**config.mk**
```make
export PLATFORM = sky130hd
export DESIGN_NAME = irda_irq_unit
export DESIGN_NICKNAME = d
export VERILOG_FILES = /design/src/rtl/irda_irq_unit.sv
export SDC_FILE = /design/constraint.sdc
export NUM_CORES = 1
export LEC_CHECK = 0
export CORE_MARGIN = 10
export CORE_UTILIZATION = 25
export DETAILED_ROUTE_END_ITERATION = 10
export PLACE_DENSITY_LB_ADDON = 0.2
export SLEW_MARGIN = 25
export SYNTH_ARGS = -nofsm -noshare
export SYNTH_HDL_FRONTEND = slang
export SYNTH_SLANG_ARGS = --single-unit
export TNS_END_PERCENT = 1
```
**constraint.sdc**
```tcl
create_clock -name clk -period 1.9 [get_ports clk]
set_clock_uncertainty 0.1 [all_clocks]
set_input_delay 0.475 -clock clk [delete_from_list [all_inputs] [get_ports clk]]
set_output_delay 0.475 -clock clk [all_outputs]
set_load 0.1 [all_outputs]
```
**src/rtl/irda_irq_unit.sv**
```systemverilog
module irda_irq_unit #(
  parameter int ADDR_W   = 5,
  parameter int STAT_OFS = 12,
  parameter int ENA_OFS  = 13
) (
  input  logic              clk,
  input  logic              rst_n,
  input  logic              reg_wr,
  input  logic [ADDR_W-1:0] reg_addr,
  input  logic [7:0]        reg_wdata,
  output logic [7:0]        reg_rdata,
  input  logic              tx_done_pls,
  input  logic              tx_slot_irq_req,
  input  logic              rx_done_pls,
  input  logic              tx_underrun_pls,
  input  logic              rx_overflow_pls,
  input  logic              rx_gap_pls,
  output logic              irq
);
  localparam logic [ADDR_W-1:0] STAT_A = ADDR_W'(STAT_OFS);
  localparam logic [ADDR_W-1:0] ENA_A  = ADDR_W'(ENA_OFS);

  logic [4:0] st_q, en_q, ev, clr;
  logic       sel_st, sel_en;

  assign sel_st = reg_addr == STAT_A;
  assign sel_en = reg_addr == ENA_A;
  assign ev  = {tx_done_pls & tx_slot_irq_req, rx_done_pls,
                tx_underrun_pls, rx_overflow_pls, rx_gap_pls};
  assign clr = (reg_wr && sel_st) ? reg_wdata[7:3] : 5'd0;

  always_ff @(posedge clk) begin
    if (!rst_n) begin
      st_q <= '0;
      en_q <= '0;
    end else begin
      st_q <= (st_q & ~clr) | ev;
      if (reg_wr && sel_en) en_q <= reg_wdata[7:3];
    end
  end

  assign irq = |(st_q & en_q);
  assign reg_rdata = sel_st ? {st_q, 3'b111} :
                     sel_en ? {en_q, 3'b111} : 8'h00;
endmodule


```
# Yosys cells after proc, flatten, opt, wreduce, memory -nomap -nowiden
# Index checks and enable logic that the tools add are counted.
word_totals:
  latchBits: 0
  output_inout_bits: 9
  romBits: 0
  elab_cells: 15
  n_memories: 0
  regBits: 10
  ramBits: 0
  in_bits: 22
op_classes:
  n_bitwise: 5
  n_mul: 0
  order_cmp: 0
  muxes: 3
  div_mod_pow: 0
  n_addsub: 0
  n_eq_ne: 2
  reduce_logical: 3
  n_shift: 0
ops:
  columns: ["op", "count"]
  rows:
  - ["8-bit 2-to-1 mux", 2]
  - ["5-bit bitwise AND", 2]
  - ["5-bit by 4-bit equality test with 1-bit output, second input constant", 2]
  - ["5-bit 2-to-1 mux", 1]
  - ["5-bit inverter", 1]
  - ["5-bit OR", 1]
  - ["5-bit OR reduction", 1]
  - ["1-bit logical AND", 2]
  - ["1-bit bitwise AND", 1]

# Depth between registers and ports, before layout
# Gate-level depths: netlist (run 1).
logic_depth:
  word_depth: 6
  depth_mapped: 5
  depth_no_buf: 3

# Worst setup path before layout (run 1)
# No wires, ideal clock.
synth_path:
  kind: "in2out"
  start: "input port reg_addr[4]"
  end: "output port reg_rdata[3]"
  path_slack_ns: -0.937
  required_time_ns: 1.325
  stages: 4
  t_arrival_ns: 2.262
  n_path_buf: 1
  cell_sequence: "nand3b_4 -> or2_1 -> buf_2 -> nor2_1"
synth_via:
  elab_chain_cells: 3
  elab_cells_between_ends: 4
  cone_classes: "eq/ne (2); mux (2)"
synth_lines:
  columns: ["element", "line_no", "rtl"]
  rows:
  - ["from (decl)", "9", "input logic [ADDR_W-1:0] reg_addr,"]
  - ["5-bit by 4-bit equality test with 1-bit output", "27", "assign sel_en = reg_addr == ENA_A;"]
  - ["8-bit 2-to-1 mux", "44", "sel_en ? {en_q, 3'b111} : 8'h00;"]
  - ["8-bit 2-to-1 mux *", "43", "assign reg_rdata = sel_st ? {st_q, 3'b111} :"]
  - ["to (decl)", "11", "output logic [7:0] reg_rdata,"]
# Every way passes the cells marked *; elsewhere a longest branch is shown, timed or not.

# Worst setup path after layout (run 1)
layout_path:
  start: "input port reg_addr[4]"
  end: "output port reg_rdata[7]"
# Same word-level chain as after synthesis.

==> impl_metrics.csv, run 1 <==
group,metric,value,unit
clock_network,cts-root-buf,"clkbuf_4",
timing,max_clock_freq,512,MHz
finish,drive_gt1_share,41.4,%
worst_setup_path,cpMostUsedCell,"buf_6",
synthesis,synth_cells,65,
clock_network,clk_latency,0.27,ns
finish,nNetsFinal,122,
worst_setup_path,cp_cell_sequence,"buf_6 -> nand3b_4 -> or2_4 -> buf_6 -> nor2_4 -> buf_12",
timing,setup_violations,5,
run_status,status,"finished with violations",
drt,vias_per_cell,4.54,
synthesis,syn-mean-instance-area,8.74,um2
timing,final_hold_viol_count,0,
placement,gp_congestion,0.671,
drt,wl_per_cell,12.5,um
worst_setup_path,cpPeakStageDelay,0.26,ns
worst_setup_path,crit_arrival,1.38,ns
run_status,violations,"setup timing",
floorplan,initial_utilization,25.9,%
placement,dp_cells,122,
finish,fin_cells,127,
timing,tightestPinTransition,0.262,ns
global_routing,grt_pass1_vias,637,
floorplan,rows,17,
finish,diodes,0,
synthesis,synth-seq-cells,10,
synthesis,syn-cell-area,568,um2
drt,antenna_left,0,
pwr,ir_drop,0.277,mV
global_routing,antenna_found_initial,0,
synthesis,syn_nets,87,
clock_network,cts_buffer_depth,2,
clock_network,cts_tree,"built",
drt,routed_wirelength,1.58,mm
synthesis,synth_cell_type_count,19,
global_routing,grt_max_degree,16,
timing,slew_headroom,82.5,%
timing,drv_slew,0,
floorplan,num_io_pins,31,
worst_setup_path,end_kind,"primary output",
timing,post-route-min-period,1.95,ns
pwr,power_density,492,mW/mm2
hold_path,hold_path.class,"reg -> reg",
worst_setup_path,critPathBufInv,3,
synthesis,yosysSeqAreaShare,35.2,%
drt,route.detailed.drc,0,
synthesis,yosys_warnings,0,
global_routing,track_usage,7.98,%
clock_network,h-tree-depth,1,
clock_network,cts.clk_slew.worst_paths,0.07,ns
pwr,p_leak,0.000424,uW
worst_setup_path,crit_type,"in -> out",
clock_network,cts_buffers,3,
global_routing,overflow,0,
clock_network,cts.sinks,10,
worst_setup_path,worstPathMaxFanout,3,
floorplan,dieWidth,67.7,um
run,drv_cap,0,
finish,area_delta_synth_final,99.8,%
clock_network,ctsHoldBuffers,0,
worst_setup_path,cp_top_family,"simple AND/OR/NAND/NOR gates",
floorplan,die_h,67.7,um
floorplan,die-area,0.00458,mm2
placement,port_buffers,27,
floorplan,core,0.00219,mm2
worst_setup_path,required,1.32,ns
worst_setup_path,crit_path_top_delay_cell,"or2_4",
drt,drtIter0Drc,8,
drt,firstDrtPassIters,4,
timing,fin_crit_sh,103,%
timing,rsz0062_at_grt,"yes",
worst_setup_path,cp-start-kind,"primary input",
timing,setup_ws,-0.0540,ns
global_routing,grt_pass1_wl,2.77,mm
pwr,total_power,558,uW
drt,dr_total_vias,576,
==> routing by layer <==
metal,part of all wire (%),vias to the layer above,track usage (%)
met4,1.3,0,4.62
met2,50,19,13.0
met1,39,262,8.01
met5,0,-,0
li1,-,291,-
met3,9.9,4,4.13
==> cell usage in the layout (no fill, tap or decap) <==
master,Yosys,layout
or2_4,0,1
o21ai_0,4,4
mux2i_4,0,5
a21oi_1,1,1
nand2_1,12,12
buf_12,0,9
clkbuf_8,0,1
buf_6,1,4
a22oi_1,1,1
a222oi_1,1,1
nor4b_4,1,1
clkinvlp_4,0,1
dfxtp_1,10,8
buf_4,2,5
nand3b_4,1,1
clkdlybuf4s50_1,0,13
clkbuf_4,0,3
clkdlybuf4s15_1,0,2
inv_1,6,5
buf_2,2,2
dfxtp_2,0,2
nor2_4,1,6
mux2i_1,10,5
a311oi_1,1,1
nand3b_1,1,1
a31oi_1,4,4
==> power breakdown <==
group	internal, uW	switching (uW)	leakage [uW]
registers	218	10.7	0.0000828
logic	74.7	63.0	0.000320
clock network	116	75.3	0.0000210
==> worst register-to-register path, cell delays in order (launching register included) <==
cell and delay (ns):
dfxtp_1 0.41, a21oi_1 0.06, a311oi_1 0.22
==> layout make-up <==
cell class | instances | area, um2
Sequential cell | 10 | 203
Tap cell | 28 | 35.0
Clock buffer | 4 | 36.3
Timing Repair Buffer | 35 | 423
Multi-Input combinational cell | 44 | 412
Inverter | 6 | 26.3
Fill cell | 204 | 1060
==> cells in the mapped netlist (all sizes together) <==
library cell / n / area (um2)
nor2: 6 / 30.0
a311oi: 1 / 8.76
mux2i: 10 / 100
a222oi: 1 / 10.0
o21ai: 4 / 20.0
a22oi: 1 / 7.51
or2: 1 / 6.26
nand2: 12 / 45.0
a21oi: 1 / 5.00
nor4b: 1 / 23.8
buf: 5 / 36.3
dfxtp: 10 / 200
nand3b: 2 / 27.5
a31oi: 4 / 25.0
inv: 6 / 22.5
==> sequential cells by signal, indices dropped and copies added (netlist names) <==
| name | count |
|---|---|
| en_q | 5 |
| st_q | 5 |
==> per-stage QoR <==
step | worst slack [ns] | hold WS, ns | setup TNS, ns | utilization (%) | instance area [um2]
floorplan | -0.408 | 0.347 | -1.87 | - | 641
CTS | -0.0803 | 0.411 | -0.371 | 51.6 | 1130
detailed placement | -0.506 | 0.368 | -3.86 | 46.6 | 1020
finish | -0.0540 | 0.390 | -0.227 | 51.8 | 1130
global route | -0.0887 | 0.420 | -0.443 | 51.8 | 1130
global placement | -0.496 | 0.358 | -3.68 | 46.6 | 1020
==> path summary, 6_finish.rpt <==
kind | slack (ns) | cells after the start | start | end
setup / recovery | -0.05 | 6 | reg_addr[4] | reg_rdata[7]
hold / removal | 0.39 | 2 | en_q[3] | en_q[3]
setup reg to reg | 1.03 | 2 | st_q[4] | st_q[4]
hold reg to reg | 0.39 | 2 | en_q[3] | en_q[3]
==> logic make-up (layout without fill, tap and decap cells) <==
group / Yosys count / in the layout / synth area share [%]
buf+inv: 11 / 45 / 10.4
flops: 10 / 10 / 35.2
mux: 10 / 10 / 17.6
compound gates: 12 / 12 / 13.4
simple gates: 22 / 22 / 23.3
==> timing repair <==
| item | in CTS | in global routing |
|---|---|---|
| endpoints found under the setup margin | 8 | 9 |
| gates resized for setup | 29 | 3 |
| pin swaps | 6 | 3 |
| endpoints found under the hold margin | 0 | 0 |
| buffers inserted | 1 | 0 |
Power figures use the tool's default switching activity.
==> inputs of run 2 (changes only) <==
ABC_CLOCK_PERIOD_IN_PS = 1900   (was default)
==> results of run 2 <==
Final layout, timing and power as in run 1 (identical DEF).
==> inputs of run 3 (changes only) <==
TNS_END_PERCENT = default   (was 1)
==> run 3 against run 2 <==
The flow still finishes with violations (setup timing). Flip-flop and latch count did not move. Fmax about the same. Combinational power about the same. Clock power rose by 3%. Clock-buffer cell count stayed put. Worst setup slack hardly changed. First-iteration DRC count rose to 2.6 times the previous value. Worst hold slack improved by 0.017 ns. Critical path depth is the same. Critical endpoint is now reg_rdata[3]. Highest routed layer unchanged.
==> impl_metrics.csv, run 3 (synthesized netlist as in run 1, its figures left out) <==
group,metric,value,unit
pwr,seq_power_share,40.3,%
drt,antenna_left,0,
timing,fin_crit_sh,103,%
floorplan,core,0.00219,mm2
pwr,power_density,494,mW/mm2
global_routing,grt_max_degree,16,
global_routing,track_usage,7.88,%
placement,port_buffers,27,
global_routing,overflow,0,
clock_network,ctsHoldBuffers,0,
floorplan,initial_utilization,25.9,%
clock_network,cts_tree,"built",
pwr,p_leak,0.000429,uW
pwr,switching_power,155,uW
placement,place_hpwl,1.29,mm
worst_setup_path,cp-start-kind,"primary input",
drt,routed_wirelength,1.62,mm
finish,area_delta_synth_final,101,%
finish,multi_input_area,412,um2
drt,firstDrtPassIters,4,
clock_network,clk_latency,0.27,ns
timing,tightestPinTransition,0.252,ns
clock_network,cts-root-buf,"clkbuf_4",
worst_setup_path,required,1.32,ns
timing,final_hold_viol_count,0,
finish,nNetsFinal,123,
clock_network,cts_buffer_depth,2,
finish,mostFrequentLayoutCells,"clkdlybuf4s50_1 (13), nand2_1 (12), dfxtp_1 (9), buf_12 (9)",
finish,diodes,0,
placement,gp_congestion,0.673,
worst_setup_path,crit_arrival,1.38,ns
floorplan,dieWidth,67.7,um
run,drv_cap,0,
clock_network,cts.clk_slew.worst_paths,0.07,ns
timing,setup_violations,5,
timing,slew_headroom,83.2,%
finish,final_common_cell,"clkdlybuf4s50_1",
timing,drv_slew,0,
worst_setup_path,crit_type,"in -> out",
clock_network,cts_buffers,3,
drt,route.detailed.drc,0,
finish,fin_util,52.2,%
run_status,status,"finished with violations",
finish,fillers,209,
floorplan,num_io_pins,31,
clock_network,h-tree-depth,1,
finish,drive_gt1_share,41.0,%
pwr,intPower,411,uW
drt,dr_total_vias,581,
finish,reg_top3,"en_q: 5 flops, st_q: 5 flops",
global_routing,antenna_found_initial,0,
drt,drtIter0Drc,21,
drt,wl_per_cell,12.7,um
drt,vias_per_cell,4.54,
hold_path,hold_path.class,"reg -> reg",
pwr,pwr-share-clk,34.9,%
pwr,p_sw_share,27.4,%
worst_setup_path,worstPathMaxFanout,3,
clock_network,cts.sinks,10,
pwr,total_power,565,uW
timing,post-route-min-period,1.95,ns
worst_setup_path,end_kind,"primary output",
pwr,ir_drop,0.298,mV
floorplan,die-area,0.00458,mm2
floorplan,rows,17,
pwr,combPwrFrac,24.8,%
floorplan,die_h,67.7,um
finish,seqCellArea,204,um2
timing,max_clock_freq,512,MHz
timing,rsz0062_at_grt,"yes",
global_routing,grt_pass1_wl,2.70,mm
run_status,violations,"setup timing",
timing,setup_ws,-0.0540,ns
global_routing,grt_pass1_vias,609,
-- run 3: layout make-up --
cell class | instances | share of cell area (%)
Timing Repair Buffer | 36 | 37.6
Multi-Input combinational cell | 44 | 36.0
Sequential cell | 10 | 17.8
Clock buffer | 4 | 3.17
Tap cell | 28 | 3.06
Inverter | 6 | 2.30
-- run 3: worst max-delay path: stages --
cell and delay [ns]:
buf_6 0.09, nand3b_4 0.14, or2_4 0.26, buf_6 0.14, nor2_4 0.10, buf_12 0.18
-- run 3: power by group through the flow --
stage               Clock [uW]  Combinational, uW  Sequential, uW
floorplan                    0               66.1             227
global placement             0                124             229
detailed placement           0                125             230
CTS                        201                138             229
global route               210                150             229
finish                     197                140             228
-- run 3: worst paths after layout --
check	startpoint	end	slack (ns)	cells after the start
setup / recovery	reg_addr[4]	reg_rdata[3]	-0.05	6
hold / removal	en_q[3]	en_q[3]	0.41	2
setup reg to reg	st_q[4]	st_q[4]	1.03	2
hold reg to reg	en_q[3]	en_q[3]	0.41	2
-- run 3: stage by stage --
| stage | hold slack (ns) | setup WS (ns) | std cells | setup TNS, ns | cell area [um2] |
|---|---|---|---|---|---|
| after global placement | 0.358 | -0.498 | 122 | -3.71 | 1020 |
| final | 0.407 | -0.0540 | 128 | -0.224 | 1140 |
| after floorplan | 0.347 | -0.408 | 65 | -1.87 | 641 |
| after CTS | 0.410 | -0.0800 | 127 | -0.356 | 1130 |
| after detailed placement | 0.367 | -0.496 | 122 | -3.75 | 1020 |
| after global routing | 0.427 | -0.0845 | 128 | -0.455 | 1140 |
-- run 3: layer usage --
metal / routed length, um / vias up / part of all wire, % / global-route usage [%]
met5: 0 / - / 0 / 0
met4: 48 / 0 / 3.0 / 6.15
met3: 137 / 5 / 8.4 / 3.31
met2: 759 / 22 / 47 / 12.3
met1: 679 / 259 / 42 / 8.19
li1: - / 295 / - / -
-- run 3: repair_timing --
action	in CTS	in global routing
setup endpoints to repair	8	9
resized for setup	29	3
setup buffers	1	1
pin swaps	8	3
